==> config.mk <==
export PLATFORM = sky130hd
export DESIGN_NAME = ctx_checkin_engine
export DESIGN_NICKNAME = d
export VERILOG_FILES = /design/src/rtl/ctx_checkin_pkg.sv /design/src/rtl/ctx_word2_reg.sv /design/src/rtl/desc_checker.sv /design/src/rtl/checkin_seq.sv /design/src/rtl/ctx_checkin_engine.sv
export SDC_FILE = /design/constraint.sdc
export NUM_CORES = 1
export LEC_CHECK = 0
export ABC_AREA = 1
export BUFFER_PORTS_ARGS = -buffer_cell sky130_fd_sc_hd__buf_2
export CAP_MARGIN = 20
export CORE_MARGIN = 8
export CORE_UTILIZATION = 50
export DETAILED_ROUTE_END_ITERATION = 8
export GPL_ROUTABILITY_DRIVEN = 0
export PLACE_DENSITY_LB_ADDON = 0.3
export SYNTH_ARGS = -nofsm -noshare
export SYNTH_HDL_FRONTEND = slang
export SYNTH_HIERARCHICAL = 1
export SYNTH_SLANG_ARGS = --single-unit
==> constraint.sdc <==
create_clock -name clk -period 3.6 [get_ports clk]
set_input_delay 0.18 -clock clk [delete_from_list [all_inputs] [get_ports clk]]
set_output_delay 0.18 -clock clk [all_outputs]
set_load 0.03 [all_outputs]
==> src/rtl/ctx_checkin_pkg.sv <==
// Package: ctx_checkin_pkg
// Shared bit positions (LSB-first), state and error encodings for the
// context check-in engine. Assumes 32-bit descriptor and context words.
package ctx_checkin_pkg;

    localparam int WORD_W        = 32;
    localparam int CTX_VALID_BIT = 31;
    localparam int CTX_SR_BIT    = 30;
    localparam int CAM_W         = 28;

    localparam int D0_VALID_BIT  = 31;
    localparam int D0_HW_BIT     = 24;
    localparam int D1_CO_BIT     = 18;
    localparam int D1_TIDV_BIT   = 15;
    localparam int TID_W         = 15;

    localparam logic [1:0] WSEL_D0 = 2'd0;
    localparam logic [1:0] WSEL_D1 = 2'd1;
    localparam logic [1:0] WSEL_D2 = 2'd2;

    typedef enum logic [2:0] {
        ERR_NONE    = 3'd0,
        ERR_INVALID = 3'd1,
        ERR_NOT_HW  = 3'd2,
        ERR_NOT_CO  = 3'd3,
        ERR_THREAD  = 3'd4
    } chk_err_e;

    typedef enum logic [2:0] {
        ST_IDLE  = 3'd0,
        ST_RD0   = 3'd1,
        ST_RD1   = 3'd2,
        ST_CHECK = 3'd3,
        ST_WR2   = 3'd4,
        ST_WR1   = 3'd5
    } seq_state_e;

    typedef struct packed {
        logic [7:0] cppr;
        logic [7:0] ipb;
        logic [7:0] lsmfb;
    } os_ctx_t;

endpackage

==> src/rtl/ctx_word2_reg.sv <==
// Module: ctx_word2_reg
// Holds the thread context word 2. Accepts software writes unless they would
// flip the save/restore flag while the valid flag is set. On a pull it returns
// the old word and clears only the valid flag; a pull outranks a write.
// Assumes pull_fire is already qualified by the sequencer's ready.
module ctx_word2_reg
    import ctx_checkin_pkg::*;
(
    input  logic              clk,
    input  logic              rst_n,
    input  logic              wr_en,
    input  logic [WORD_W-1:0] wr_data,
    input  logic              pull_fire,
    output logic [WORD_W-1:0] word2,
    output logic              rsp_valid,
    output logic [WORD_W-1:0] rsp_data
);

    logic wr_blocked;

    // Flag a write that would change the save/restore bit of a live context.
    always_comb begin
        wr_blocked = word2[CTX_VALID_BIT] && (wr_data[CTX_SR_BIT] != word2[CTX_SR_BIT]);
    end

    // Update the context word and produce the pull response.
    always_ff @(posedge clk) begin
        if (!rst_n) begin
            word2     <= '0;
            rsp_valid <= 1'b0;
            rsp_data  <= '0;
        end else begin
            rsp_valid <= pull_fire;
            if (pull_fire) begin
                rsp_data             <= word2;
                word2[CTX_VALID_BIT] <= 1'b0;
            end else if (wr_en && !wr_blocked) begin
                word2 <= wr_data;
            end
        end
    end

    AST_PULL_CLEARS_VALID: assert property (@(posedge clk) disable iff (!rst_n)
        pull_fire |=> !word2[CTX_VALID_BIT]);

    AST_SR_LOCKED_WHILE_VALID: assert property (@(posedge clk) disable iff (!rst_n)
        word2[CTX_VALID_BIT] |=> $stable(word2[CTX_SR_BIT]));

    AST_RSP_ONE_CYCLE: assert property (@(posedge clk) disable iff (!rst_n)
        rsp_valid |=> !rsp_valid);

endmodule

==> src/rtl/desc_checker.sv <==
// Module: desc_checker
// Combinational validation of a fetched descriptor, in fixed priority order:
// valid, hardware-owned, checked-out, then thread match when the thread-ID
// valid flag is set. Assumes inputs are stable registered descriptor fields.
module desc_checker
    import ctx_checkin_pkg::*;
(
    input  logic             d0_valid,
    input  logic             d0_hw,
    input  logic             d1_co,
    input  logic             d1_tidv,
    input  logic [TID_W-1:0] d1_tid,
    input  logic [TID_W-1:0] thread_id,
    output chk_err_e         err
);

    // Report the first failing check.
    always_comb begin
        if (!d0_valid) begin
            err = ERR_INVALID;
        end else if (!d0_hw) begin
            err = ERR_NOT_HW;
        end else if (!d1_co) begin
            err = ERR_NOT_CO;
        end else if (d1_tidv && (d1_tid != thread_id)) begin
            err = ERR_THREAD;
        end else begin
            err = ERR_NONE;
        end
    end

endmodule

==> src/rtl/checkin_seq.sv <==
// Module: checkin_seq
// Sequencer for the check-in: accepts pulls when idle, snapshots the OS
// context and thread ID, reads descriptor words 0 and 1, validates them and
// writes word 2 then word 1. Assumes a memory that holds request until ready
// and returns read data in the ready cycle.
module checkin_seq
    import ctx_checkin_pkg::*;
#(
    parameter int IDX_W = 8
) (
    input  logic               clk,
    input  logic               rst_n,
    input  logic               pull_req,
    input  logic               sr_enable,
    input  logic               ctx_sr,
    input  logic [IDX_W-1:0]   ctx_idx,
    input  os_ctx_t            os_ctx,
    input  logic [TID_W-1:0]   thread_id,
    output logic               pull_fire,
    output logic               pull_ready,
    output logic               busy,
    output logic               mem_req,
    output logic               mem_we,
    output logic [IDX_W+1:0]   mem_addr,
    output logic [3:0]         mem_be,
    output logic [WORD_W-1:0]  mem_wdata,
    input  logic               mem_ready,
    input  logic [WORD_W-1:0]  mem_rdata,
    output logic               save_err,
    output chk_err_e           save_err_code
);

    localparam logic [TID_W-1:0] TID_ALL_ONES = '1;

    seq_state_e        state;
    logic [IDX_W-1:0]  idx_q;
    os_ctx_t           os_q;
    logic [TID_W-1:0]  tid_q;
    logic              d0_valid_q;
    logic              d0_hw_q;
    logic [WORD_W-1:0] w1_q;
    logic              w2_done;
    logic              chk_pass_q;
    logic [1:0]        wsel;
    chk_err_e          chk_err;

    desc_checker u_desc_checker (
        .d0_valid  (d0_valid_q),
        .d0_hw     (d0_hw_q),
        .d1_co     (w1_q[D1_CO_BIT]),
        .d1_tidv   (w1_q[D1_TIDV_BIT]),
        .d1_tid    (w1_q[TID_W-1:0]),
        .thread_id (tid_q),
        .err       (chk_err)
    );

    // Pull acceptance and busy indication.
    always_comb begin
        pull_ready = (state == ST_IDLE);
        pull_fire  = pull_req && pull_ready;
        busy       = (state != ST_IDLE);
    end

    // Drive the memory request from the current state.
    always_comb begin
        mem_req   = 1'b0;
        mem_we    = 1'b0;
        wsel      = WSEL_D0;
        mem_be    = 4'b1111;
        mem_wdata = '0;
        unique case (state)
            ST_RD0: begin
                mem_req = 1'b1;
                wsel    = WSEL_D0;
            end
            ST_RD1: begin
                mem_req = 1'b1;
                wsel    = WSEL_D1;
            end
            ST_WR2: begin
                mem_req   = 1'b1;
                mem_we    = 1'b1;
                wsel      = WSEL_D2;
                mem_be    = 4'b1110;
                mem_wdata = {os_q.cppr, os_q.ipb, os_q.lsmfb, 8'h00};
            end
            ST_WR1: begin
                mem_req   = 1'b1;
                mem_we    = 1'b1;
                wsel      = WSEL_D1;
                mem_wdata = w1_q;
                mem_wdata[D1_CO_BIT]  = 1'b0;
                mem_wdata[TID_W-1:0]  = TID_ALL_ONES;
            end
            default: ;
        endcase
        mem_addr = {idx_q, wsel};
    end

    // Step through read, check and ordered write-back.
    always_ff @(posedge clk) begin
        if (!rst_n) begin
            state         <= ST_IDLE;
            idx_q         <= '0;
            os_q          <= '0;
            tid_q         <= '0;
            d0_valid_q    <= 1'b0;
            d0_hw_q       <= 1'b0;
            w1_q          <= '0;
            w2_done       <= 1'b0;
            chk_pass_q    <= 1'b0;
            save_err      <= 1'b0;
            save_err_code <= ERR_NONE;
        end else begin
            save_err <= 1'b0;
            unique case (state)
                ST_IDLE: begin
                    if (pull_fire) begin
                        idx_q <= ctx_idx;
                        os_q  <= os_ctx;
                        tid_q <= thread_id;
                        if (sr_enable && ctx_sr) begin
                            state <= ST_RD0;
                        end
                    end
                end
                ST_RD0: begin
                    if (mem_ready) begin
                        d0_valid_q <= mem_rdata[D0_VALID_BIT];
                        d0_hw_q    <= mem_rdata[D0_HW_BIT];
                        state      <= ST_RD1;
                    end
                end
                ST_RD1: begin
                    if (mem_ready) begin
                        w1_q  <= mem_rdata;
                        state <= ST_CHECK;
                    end
                end
                ST_CHECK: begin
                    if (chk_err != ERR_NONE) begin
                        save_err      <= 1'b1;
                        save_err_code <= chk_err;
                        state         <= ST_IDLE;
                    end else begin
                        chk_pass_q <= 1'b1;
                        state      <= ST_WR2;
                    end
                end
                ST_WR2: begin
                    if (mem_ready) begin
                        w2_done <= 1'b1;
                        state   <= ST_WR1;
                    end
                end
                ST_WR1: begin
                    if (mem_ready) begin
                        w2_done    <= 1'b0;
                        chk_pass_q <= 1'b0;
                        state      <= ST_IDLE;
                    end
                end
                default: state <= ST_IDLE;
            endcase
        end
    end

    AST_START_NEEDS_SR: assert property (@(posedge clk) disable iff (!rst_n)
        $rose(busy) |-> $past(sr_enable && ctx_sr && pull_req));

    AST_NO_WRITE_ON_FAIL: assert property (@(posedge clk) disable iff (!rst_n)
        (mem_req && mem_we) |-> chk_pass_q);

    AST_W1_AFTER_W2: assert property (@(posedge clk) disable iff (!rst_n)
        (mem_req && mem_we && (mem_addr[1:0] == WSEL_D1)) |-> w2_done);

    AST_REQ_HELD: assert property (@(posedge clk) disable iff (!rst_n)
        (mem_req && !mem_ready) |=> (mem_req && $stable(mem_addr) && $stable(mem_we)
                                      && $stable(mem_be) && $stable(mem_wdata)));

    AST_BUSY_BLOCKS_PULL: assert property (@(posedge clk) disable iff (!rst_n)
        busy |-> !pull_ready);

endmodule

==> src/rtl/ctx_checkin_engine.sv <==
// Module: ctx_checkin_engine
// Top of the context check-in engine: the context word 2 register plus the
// descriptor sequencer. Assumes a single thread context per instance and a
// word-addressed descriptor memory of four words per descriptor.
module ctx_checkin_engine
    import ctx_checkin_pkg::*;
#(
    parameter int IDX_W = 8
) (
    input  logic               clk,
    input  logic               rst_n,
    input  logic               sr_enable,
    input  logic [14:0]        thread_id,
    input  logic [7:0]         os_cppr,
    input  logic [7:0]         os_ipb,
    input  logic [7:0]         os_lsmfb,
    input  logic               ctx_wr_en,
    input  logic [31:0]        ctx_wr_data,
    output logic [31:0]        ctx_word2,
    input  logic               pull_req,
    output logic               pull_ready,
    output logic               pull_rsp_valid,
    output logic [31:0]        pull_rdata,
    output logic               busy,
    output logic               mem_req,
    output logic               mem_we,
    output logic [IDX_W+1:0]   mem_addr,
    output logic [3:0]         mem_be,
    output logic [31:0]        mem_wdata,
    input  logic               mem_ready,
    input  logic [31:0]        mem_rdata,
    output logic               save_err,
    output logic [2:0]         save_err_code
);

    logic     pull_fire;
    os_ctx_t  os_ctx;
    chk_err_e err_code;

    // Bundle the thread OS registers.
    always_comb begin
        os_ctx = '{cppr: os_cppr, ipb: os_ipb, lsmfb: os_lsmfb};
    end

    ctx_word2_reg u_word2 (
        .clk       (clk),
        .rst_n     (rst_n),
        .wr_en     (ctx_wr_en),
        .wr_data   (ctx_wr_data),
        .pull_fire (pull_fire),
        .word2     (ctx_word2),
        .rsp_valid (pull_rsp_valid),
        .rsp_data  (pull_rdata)
    );

    checkin_seq #(.IDX_W(IDX_W)) u_seq (
        .clk           (clk),
        .rst_n         (rst_n),
        .pull_req      (pull_req),
        .sr_enable     (sr_enable),
        .ctx_sr        (ctx_word2[CTX_SR_BIT]),
        .ctx_idx       (ctx_word2[IDX_W-1:0]),
        .os_ctx        (os_ctx),
        .thread_id     (thread_id),
        .pull_fire     (pull_fire),
        .pull_ready    (pull_ready),
        .busy          (busy),
        .mem_req       (mem_req),
        .mem_we        (mem_we),
        .mem_addr      (mem_addr),
        .mem_be        (mem_be),
        .mem_wdata     (mem_wdata),
        .mem_ready     (mem_ready),
        .mem_rdata     (mem_rdata),
        .save_err      (save_err),
        .save_err_code (err_code)
    );

    assign save_err_code = err_code;

    AST_ERR_CODE_NONZERO: assert property (@(posedge clk) disable iff (!rst_n)
        save_err |-> (save_err_code != 3'd0));

endmodule

==> Yosys cells after proc, flatten, opt, wreduce, memory -nomap -nowiden <==
Index checks and enable logic that the tools add are counted.
{ "op_classes": {"add_sub_neg": 0, "mul": 0, "div_mod_pow": 0, "n_lt_le_gt_ge": 0, "n_eq_ne": 13, "n_shift": 0, "muxes": 18, "bitwise": 2, "n_reduce_logical": 20} }
{ "ops": {"columns": ["operator", "n"], "rows": [
  ["one-hot mux 32 bit (2 select lines)", 1],
  ["2-to-1 mux 3 bit", 11],
  ["one-hot mux 3 bit (6 select lines)", 1],
  ["inequality test 15 bit", 1],
  ["AND reduction 2 bit", 6],
  ["inequality test 2 bit (second input constant)", 4],
  ["equality test 3 x 2 -> 1 bit (second input constant)", 2],
  ["equality test 3 bit (second input constant)", 2],
  ["AND reduction 6 bit", 1],
  ["nonzero test 3 bit", 2],
  ["OR reduction 2 bit", 3],
  ["logical AND 1 bit", 5],
  ["2-to-1 mux 1 bit", 4],
  ["inequality test 2 x 1 -> 1 bit (second input constant)", 2],
  ["one-hot mux 2 bit (2 select lines)", 1],
  ["OR reduction 4 bit", 1],
  ["equality test 3 x 1 -> 1 bit (second input constant)", 1],
  ["logical NOT 3 bit", 1],
  ["NOT 1 bit", 2],
  ["logical NOT 1 bit", 1],
  ["inequality test 1 bit", 1]
]} }
{ "word_totals": {"regBits": 153, "latchBits": 0, "ramBits": 0, "rom_bits": 0, "in_bits": 109, "out_inout_bits": 119, "word_cells": 68, "mem_count": 0} }

==> Longest topological paths before layout <==
Gate-level depths: netlist of the first run.
{ "logic_depth": {"ltp_word": 9, "mapped_depth": 14, "mapped_depth_nobuf": 14} }

==> By module <==
Netlist of the first run, hierarchy kept.
{ "modules_own_cells": {"columns": ["mod", "n_inst", "cells_each", "area_each_um2"], "rows": [
  ["checkin_seq", 1, 453, 3473.3],
  ["ctx_word2_reg", 1, 385, 2776.4],
  ["desc_checker", 1, 85, 334.1]
]} }

==> Least setup slack after synthesis of the first run <==
No wires, ideal clock.
{ "synth_timing": {"path_type": "register to output", "start": "reg u_seq.state[0]", "end": "out mem_wdata[15]", "t_arrival_ps": 2057, "t_required_ps": 3420, "path_slack_ps": 1363, "stages_incl_launch_ff": 6, "path_buffers": 1, "cell_sequence": "dfxtp_1 inv_2 nor2_1 inv_2 buf_2 o22ai_1"} }
{ "synth_between": {"elab_chain_len": 2, "elab_cells_between_ends": 3} }
{ "synth_lines": {"columns": ["item", "line_no", "text"], "rows": [
  ["from (decl)", "checkin_seq.sv:35", "seq_state_e state;"],
  ["from (signal assigned)", "checkin_seq.sv:103", "state <= ST_IDLE;"],
  ["from (signal assigned)", "checkin_seq.sv:123", "state <= ST_RD0;"],
  ["from (signal assigned)", "checkin_seq.sv:131", "state <= ST_RD1;"],
  ["equality test 3 bit", "checkin_seq.sv:71", "unique case (state)"],
  ["one-hot mux 32 bit (2 select lines) *", "checkin_seq.sv:71", null],
  ["to (decl)", "ctx_checkin_engine.sv:29", "output logic [31:0] mem_wdata,"]
]} }
Mark *: on every way between the ends. The rest lies on a longest branch, timed or not.

==> Final worst setup path of the first run <==
{ "layout_timing": {"start": "reg u_seq.state[0]", "end": "reg u_word2.word2[4]"} }
{ "layout_between": {"elab_chain_len": 4} }
{ "layout_lines": {"columns": ["item", "line_no", "text"], "rows": [
  ["logical NOT 3 bit", "checkin_seq.sv:59", "pull_ready = (state == ST_IDLE);"],
  ["logical AND 1 bit", "checkin_seq.sv:60", "pull_fire = pull_req && pull_ready;"],
  ["net pull_fire", "ctx_checkin_engine.sv:36", "logic pull_fire;"],
  ["NOT 1 bit (no source line)", null, null],
  ["AND reduction 2 bit (no source line)", null, null],
  ["to (signal assigned)", "ctx_word2_reg.sv:38", "word2 <= wr_data;"],
  ["to (decl)", "ctx_word2_reg.sv:14", "output logic [WORD_W-1:0] word2,"]
]} }
The timed path passes the listed nets, and every way through them passes these cells.
A chain may end at the register's enable or synchronous reset.

==> metrics.txt, run 1 <==
cell mode on critical path inv_2; status finished, final reports clean; Yosys warnings 6; Nets between 1000 and 1500; Hold Fails Final Rpt 0; synthesized area 0.00658 mm²; fraction of layout cells with a size suffix above 1 24.5%; Detailed Place HPWL between 10 and 15 mm; Routed WL per cell 14.1 µm; DIE WIDTH 131 µm; Post-DRT Antenna Nets 0; RSZ-0062 raised after global routing false; Die Span Y 131 µm; total gr overflow 0; VDD IR max 0.427 mV; FF/Latch Area 0.00306 mm²; DR vias/cell 4.87; max frequency 0.390 GHz; Yosys reg bits roughly 150; Fin Setup TNS 0 ns; global route hottest layer met2; CP Launch Point u_seq/state[0]; top post-synthesis cells by area dfxtp_1 (47%), inv_1 (11%), nand2_1 (9.2%), a21oi_1 (7.1%), o21ai_0 (6.8%); top-area cell type share of the netlist area 46.5%; DIE AREA 0.0171 mm²; max cap viols 0; multi-input logic area ~0.0024 mm²; CTS Buf Count 17; PD cells around 730 mW/mm²; Design Power roughly 0.006 W; Post-synth top cells inv_1 (185), nand2_1 (161), dfxtp_1 (153); area grow syn2layout 23.9%; Placed Cells 1266; crit share post-route 71.3%; Worst-Skew Late Latency 0.41 ns; worst slew pin tran 1.07 ns; sequential area share after synthesis 46.5%; slowest cell on the critical path inv_2; syn_area_per_cell about 7 µm²; final setup vio count 0; first-pass GRT wire length between 20 and 30 mm; I/O Buffers roughly 220; crit path max fanout 33; Hold Path Class in2reg; most frequent cell after synthesis inv_1; First DRT Iteration DRCs 398; TritonCTS sink count 153; Hold Path Origin mem_rdata[31]; met1 usage 25.3%; post-synthesis cell type count 27; Clock transition at path regs 0.06 ns; postcts setup bufs 0; Synth area leader dfxtp_1; Worst R2R Start u_seq/state[0]; via count around 6300; first drt pass iteration count 6; cell-by-cell trace of the critical path inv_2 > nand2_2 > nor2_4 > nand2_4 > clkinv_2 > inv_2 > nand3_4 > nand2_1 > inv_1 > nor2_1; FILL cells 1223; Non-Filler Instances roughly 1300; H-tree Lvls 4; Final Max Tran Viols 0; CTS-repair resized insts 0; number of flops mapped to enable cells by yosys 0; met3 Track Usage GR 7.67%; site row count 42; initial antenna violation count 1; fin crit period 2.57 ns; worst hold margin 0.0199 ns; final design utilization 62.6%; CP required approximately 4.0 ns; WL final ~18 mm; initial core utilization 50.5%; leakage 4.10 nW; Worst setup SP type flip-flop; Post-Synthesis Cells 923; CP peak stage delay 0.59 ns; number of global-route vias before repair between 6000 and 7000; CTS tree yes; root buffer cell clkbuf_16; crit end category flip-flop; WP data arrival 2.92 ns; buffer depth of the longest clock path 2; top-level port count 228; routing usage on met2 around a third; critical setup path kind reg2reg; Top FF cell, synth dfxtp_1; Std-Cell Core Area ~0.013 mm²; largest net degree at the start of global routing between 100 and 150; skew final 0.00759 ns; FFs w/ async S/R, synth 0%; total track usage 21.3%; slew margin rel. 28.4%; residual DRC count 0
[per-stage QoR]
stage	worst slack (ns)	area (µm²)
2_1_floorplan	1.36	6590
3_3_place_gp	1.11	7600
3_5_place_dp	1.04	7600
4_1_cts	1.04	8160
5_1_grt	0.753	8160
6_report	1.03	8160
[worst max-delay path: cells and delay by family, from the launching register on]
kind / cells / cell delay [ns]
and+or+nand+nor: 6 / 0.97
DFF: 1 / 0.41
buffers and inverters: 4 / 1.08
[layer usage]
layer | vias up | wire length, µm
met3 | 17 | 1730
met1 | 2867 | 7650
met4 | 0 | 212
li1 | 3246 | -
met5 | - | 0
met2 | 202 | 8790
[layout by cell type (no fill, tap or decap), types with 6 or more instances in the layout]
master	netlist	layout
nand3_1	39	39
inv_1	185	184
inv_2	5	6
nand2_1	161	161
nand4_1	32	32
nor2_1	61	61
dfxtp_1	153	153
o22ai_1	16	16
nand2_2	10	10
clkbuf_16	0	17
o21ai_0	90	90
buf_2	22	223
clkbuf_1	21	7
buf_4	13	6
a21oi_1	93	93
[layout make-up]
type	count	share of cell area, %
Clock buffer	29	6.38
Tap cell	176	2.70
Inverter	192	8.85
Sequential cell	153	37.5
Multi-Input combinational cell	516	29.8
Clock inverter	2	0.123
Timing Repair Buffer	232	14.6
Antenna cell	1	0.0307
[path summary, 6_finish.rpt]
| path | endpoint | slack (ns) | cells after the start |
|---|---|---|---|
| setup / recovery | u_word2/word2[4] | 1.03 | 10 |
| hold / removal | u_seq/d0_valid_q | 0.02 | 3 |
| setup reg to reg | u_word2/word2[4] | 1.03 | 10 |
| hold reg to reg | u_seq/w1_q[25] | 0.45 | 2 |
[kinds of logic after synthesis]
| group | share of synthesized area, % |
|---|---|
| flip-flops | 46.5 |
| other | 0.0570 |
| buffers and inverters | 16.7 |
| XOR/XNOR | 0.133 |
| AND/OR/NAND/NOR | 20.6 |
| AO/OA/AOI/OAI | 16.0 |
[what timing repair did]
action,CTS,global route
setup endpoints to repair,0,0
hold buffers,3,0
endpoints found under the hold margin,3,0
[power by group]
part	switching, W	internal, W	leakage [nW]
logic	0.00158	0.000604	2.59
registers	0.000177	0.00202	1.25
clock network	0.000629	0.000968	0.262
[sequential cells by signal (all words and copies together) (netlist names)]
signal,count
u_word2/rsp_data,32
u_seq/w1_q,32
u_seq/os_q,24
u_word2/word2,32
u_seq/idx_q,8
u_seq/save_err_code,3
u_word2/rsp_valid,1
u_seq/d0_hw_q,1
u_seq/save_err,1
u_seq/state,3
u_seq/d0_valid_q,1
u_seq/tid_q,15
(Power assumes the default switching activity.)
==> inputs of run 2 (changes only) <==
--- a/config.mk
+++ b/config.mk
@@ -5,11 +5,11 @@
 export SDC_FILE = /design/constraint.sdc
 export NUM_CORES = 1
 export LEC_CHECK = 0
-export ABC_AREA = 1
+export ABC_AREA = 0
 export BUFFER_PORTS_ARGS = -buffer_cell sky130_fd_sc_hd__buf_2
 export CAP_MARGIN = 20
 export CORE_MARGIN = 8
-export CORE_UTILIZATION = 50
+export CORE_UTILIZATION = 45
 export DETAILED_ROUTE_END_ITERATION = 8
 export GPL_ROUTABILITY_DRIVEN = 0
 export PLACE_DENSITY_LB_ADDON = 0.3
==> constraint.sdc (replaced) <==
create_clock -name clk -period 2.3 [get_ports clk]
set_input_delay 0.115 -clock clk [delete_from_list [all_inputs] [get_ports clk]]
set_output_delay 0.115 -clock clk [all_outputs]
set_load 0.03 [all_outputs]
==> run 2 against run 1 <==
Clock skew rose by 0.0046 ns. Synthesized area down 5.8%. Utilization is 2.7 points higher. Worst hold slack better by 0.0032 ns. Wire length is 0.79% higher. Sequential power is 29% higher. Combinational power fell by 66%. Via count decreased by 7.4%. Flip-flop and latch count stayed put. Global-route usage is 0.48 points lower. Non-clock buffer count increased by 107. Synthesized cell count decreased by 26%.
==> metrics.txt, run 2 <==
Seq pwr share 43.7% (+7.0 points); I/O Buffers 224 (unchanged); Yosys warnings 6 (unchanged); H-tree Lvls 4 (unchanged); antenna fix cells 0 (-1); status finished, final reports clean; crit path max fanout 17 (-48%); max layer used met4; crit share post-route between 90% and 100%; VDD IR max 0.524 mV (+23%); syn_area_per_cell 9.06 µm² (+27%); Switching Share 24.1% (-16 points); Detailed Place HPWL 11.6 mm (-8.5%); Hold Path Sink u_seq/state[1]; Post-Synthesis Cells 684 (-26%); leakage 4.00 nW (-2.6%); Worst R2R Start u_seq/state[2]; FILL cells 1091 (-11%); via count 5865 (-7.4%); Simple-Gate Fraction of Synth Area 18.7% (-1.9 points); max cap viols 0 (unchanged); skew final 0.0122 ns (+0.00457 ns); WL final 18.5 mm (+0.79%); fin crit period 2.14 ns; crit end category output pin; DIE WIDTH 133 µm (+2.0%); pre-CTS setup slack 0.307 ns (-0.737 ns); RSZ-0062 raised after global routing false; first drt pass iteration count 5 (-1); Worst setup SP type flip-flop; number of flops mapped to enable cells by yosys 0 (unchanged); initial antenna violation count 0 (-1); CTS tree yes; total track usage 20.8% (-0.48 points); Worst-Skew Late Latency 0.42 ns (about the same); largest net degree at the start of global routing 63 (-38%); multiplexer area fraction after synthesis 7.75% (+7.7 points); final setup vio count 0 (unchanged); Final Max Tran Viols 0 (unchanged); FFs w/ async S/R, synth 0% (unchanged); Top FF cell, synth dfxtp_1; reg2reg end u_word2/word2[13]; Gate power share 11.6% (-25 points); Nets 1088 (-11%); total gr overflow 0 (unchanged); hold depth 3 (unchanged); root buffer cell clkbuf_16; DR WL met2 8.73 mm (-0.72%); Std-Cell Core Area 0.0137 mm² (+4.9%); postcts setup bufs 0 (unchanged); DP Area 0.00730 mm² (-4.0%); sequential area share after synthesis 49.4% (+2.9 points); main combinational cell family by area after synthesis simple AND/OR/NAND/NOR gates; post-synthesis adder-cell area fraction 0% (unchanged); top-area cell type share of the netlist area 49.4% (+2.9 points); design area 0.00892 mm² (+9.4%); CTS Buf Count 17 (unchanged); R2R depth 4 (-6); CP required 2.18 ns (-1.77 ns); critical setup path kind reg2out; top-level port count 228 (unchanged); WP data arrival 2.03 ns (-0.89 ns); buffer depth of the longest clock path 2 (unchanged); commonest non-fill, non-tap cells in the layout buf_2 (223), dfxtp_1 (153), nand2_1 (118), dlygate4sd3_1 (101), nor2_1 (70); Die Span Y 133 µm (+2.0%); Psw 0.00156 W (-35%); Clock transition at path regs 0.06 ns (about the same); xor and xnor area share after synthesis 2.40% (+2.3 points); number of global-route vias before repair 5897 (-2.4%); Regs by FF count u_seq/w1_q x32, u_word2/rsp_data x32, u_word2/word2 x32; setup slack after layout 0.160 ns (-0.875 ns); Synth area leader dfxtp_1; Hold Path Class in2reg; first-pass GRT wire length 30.3 mm (+4.7%); fraction of layout cells with a size suffix above 1 27.7% (+3.3 points); slew margin rel. 53.9% (+25 points); DRT met1 WL 7.76 mm (+1.4%); synthesized area 0.00620 mm² (-5.8%); DIE AREA 0.0178 mm² (+4.1%); most common cell after layout, fill and taps aside buf_2; Fin Setup TNS 0 ns (unchanged); PD cells 724 mW/mm² (-1.2%); site row count 43 (+2.4%); Routed WL per cell 15.8 µm (+12%); worst slew pin tran 0.692 ns (-0.380 ns); initial core utilization 45.4% (-5.2 points); Hold Fails Final Rpt 0 (unchanged); TritonCTS sink count 153 (unchanged); post-synthesis compound-gate area fraction 14.5% (-1.5 points); Yosys reg bits 153 (unchanged); Post-DRT Antenna Nets 0 (unchanged); final design utilization 65.3% (+2.7 points); DR vias/cell 5.00 (+2.8%); First DRT Iteration DRCs 381 (-4.3%); clock power share 44.7% (+18 points); top post-synthesis cells by area dfxtp_1 (49%), mux2i_1 (7.7%), nand2_1 (7.1%), a22o_1 (4.2%), nor2_1 (4.2%); post-synthesis cell type count 46 (+70%); most frequent cell after synthesis dfxtp_1; wire length on met3 1.75 mm (+1.6%); Hold Path Origin mem_ready; Cell Int Power 0.00490 W (+37%); Post-synth top cells dfxtp_1 (153), nand2_1 (118), nor2_1 (70); residual DRC count 0 (unchanged); R2R Setup Slk 0.23 ns (-0.80 ns); area grow syn2layout 44.0%; max frequency 0.467 GHz
-- run 2: area by class of cell --
cell class                      count  area, µm²  share of cell area, %
Clock buffer                       23        478                   5.36
Clock inverter                      9        136                   1.53
Inverter                            5       18.8                  0.210
Multi-Input combinational cell    463       2710                   30.4
Sequential cell                   153       3060                   34.3
Tap cell                          180        225                   2.52
Timing Repair Buffer              339       2290                   25.7
-- run 2: critical path, cell delays in order, from the launching register on --
cell	delay, ns
dfxtp_1	0.58
nand2b_1	0.38
buf_12	0.27
nor2_1	0.15
buf_2	0.22
-- run 2: cell families after synthesis --
group                     count (synthesis)
buffers and inverters                    70
other                                     1
and+or+nand+nor                         262
DFF                                     153
xor gates and xnor gates                 17
muxes                                    48
AOI/OAI and AO/OA                       133
-- run 2: through the flow --
stage / std cells / hold slack [ns] / total power, W
3_5_place_dp: 1039 / 0.329 / 0.00349
3_3_place_gp: 1039 / 0.323 / 0.00348
4_1_cts: 1172 / 0.000312 / 0.00650
5_1_grt: 1172 / 0.0329 / 0.00670
6_report: 1172 / 0.0230 / 0.00646
2_1_floorplan: 686 / 0.240 / 0.00327
-- run 2: worst max path at each step --
stage                    from                 to  slack, ns  depth (start not counted)
4_1_cts        u_seq/state[0]        mem_addr[0]       0.09                          5
3_3_place_gp   u_seq/state[2]  u_word2/word2[11]       0.35                          4
3_5_place_dp   u_seq/state[2]  u_word2/word2[16]       0.31                          4
2_1_floorplan  u_seq/state[0]               busy       0.29                          5
6_report       u_seq/state[2]      mem_wdata[25]       0.16                          4
5_1_grt        u_seq/state[0]        mem_addr[0]       0.03                          5
-- run 2: layer usage --
| layer | up-vias | global-route usage [%] |
|---|---|---|
| li1 | 2905 | - |
| met5 | - | 0 |
| met4 | 0 | 6.99 |
| met2 | 229 | 34.1 |
| met3 | 24 | 8.09 |
| met1 | 2707 | 24.4 |
-- run 2: power groups by stage --
stage               clock network, W  registers, W  logic [W]
global placement                   0       0.00288   0.000601
detailed placement                 0       0.00288   0.000605
CTS                          0.00294       0.00282   0.000741
global route                 0.00305       0.00284   0.000813
finish                       0.00289       0.00282   0.000750
floorplan                          0       0.00297   0.000302
-- run 2: repair_timing --
| action | CTS | global route |
|---|---|---|
| endpoints found under the hold margin | 103 | 0 |
| hold buffers | 101 | 0 |
| gates resized for setup | 0 | 1 |
| endpoints found under the setup margin | 0 | 1 |
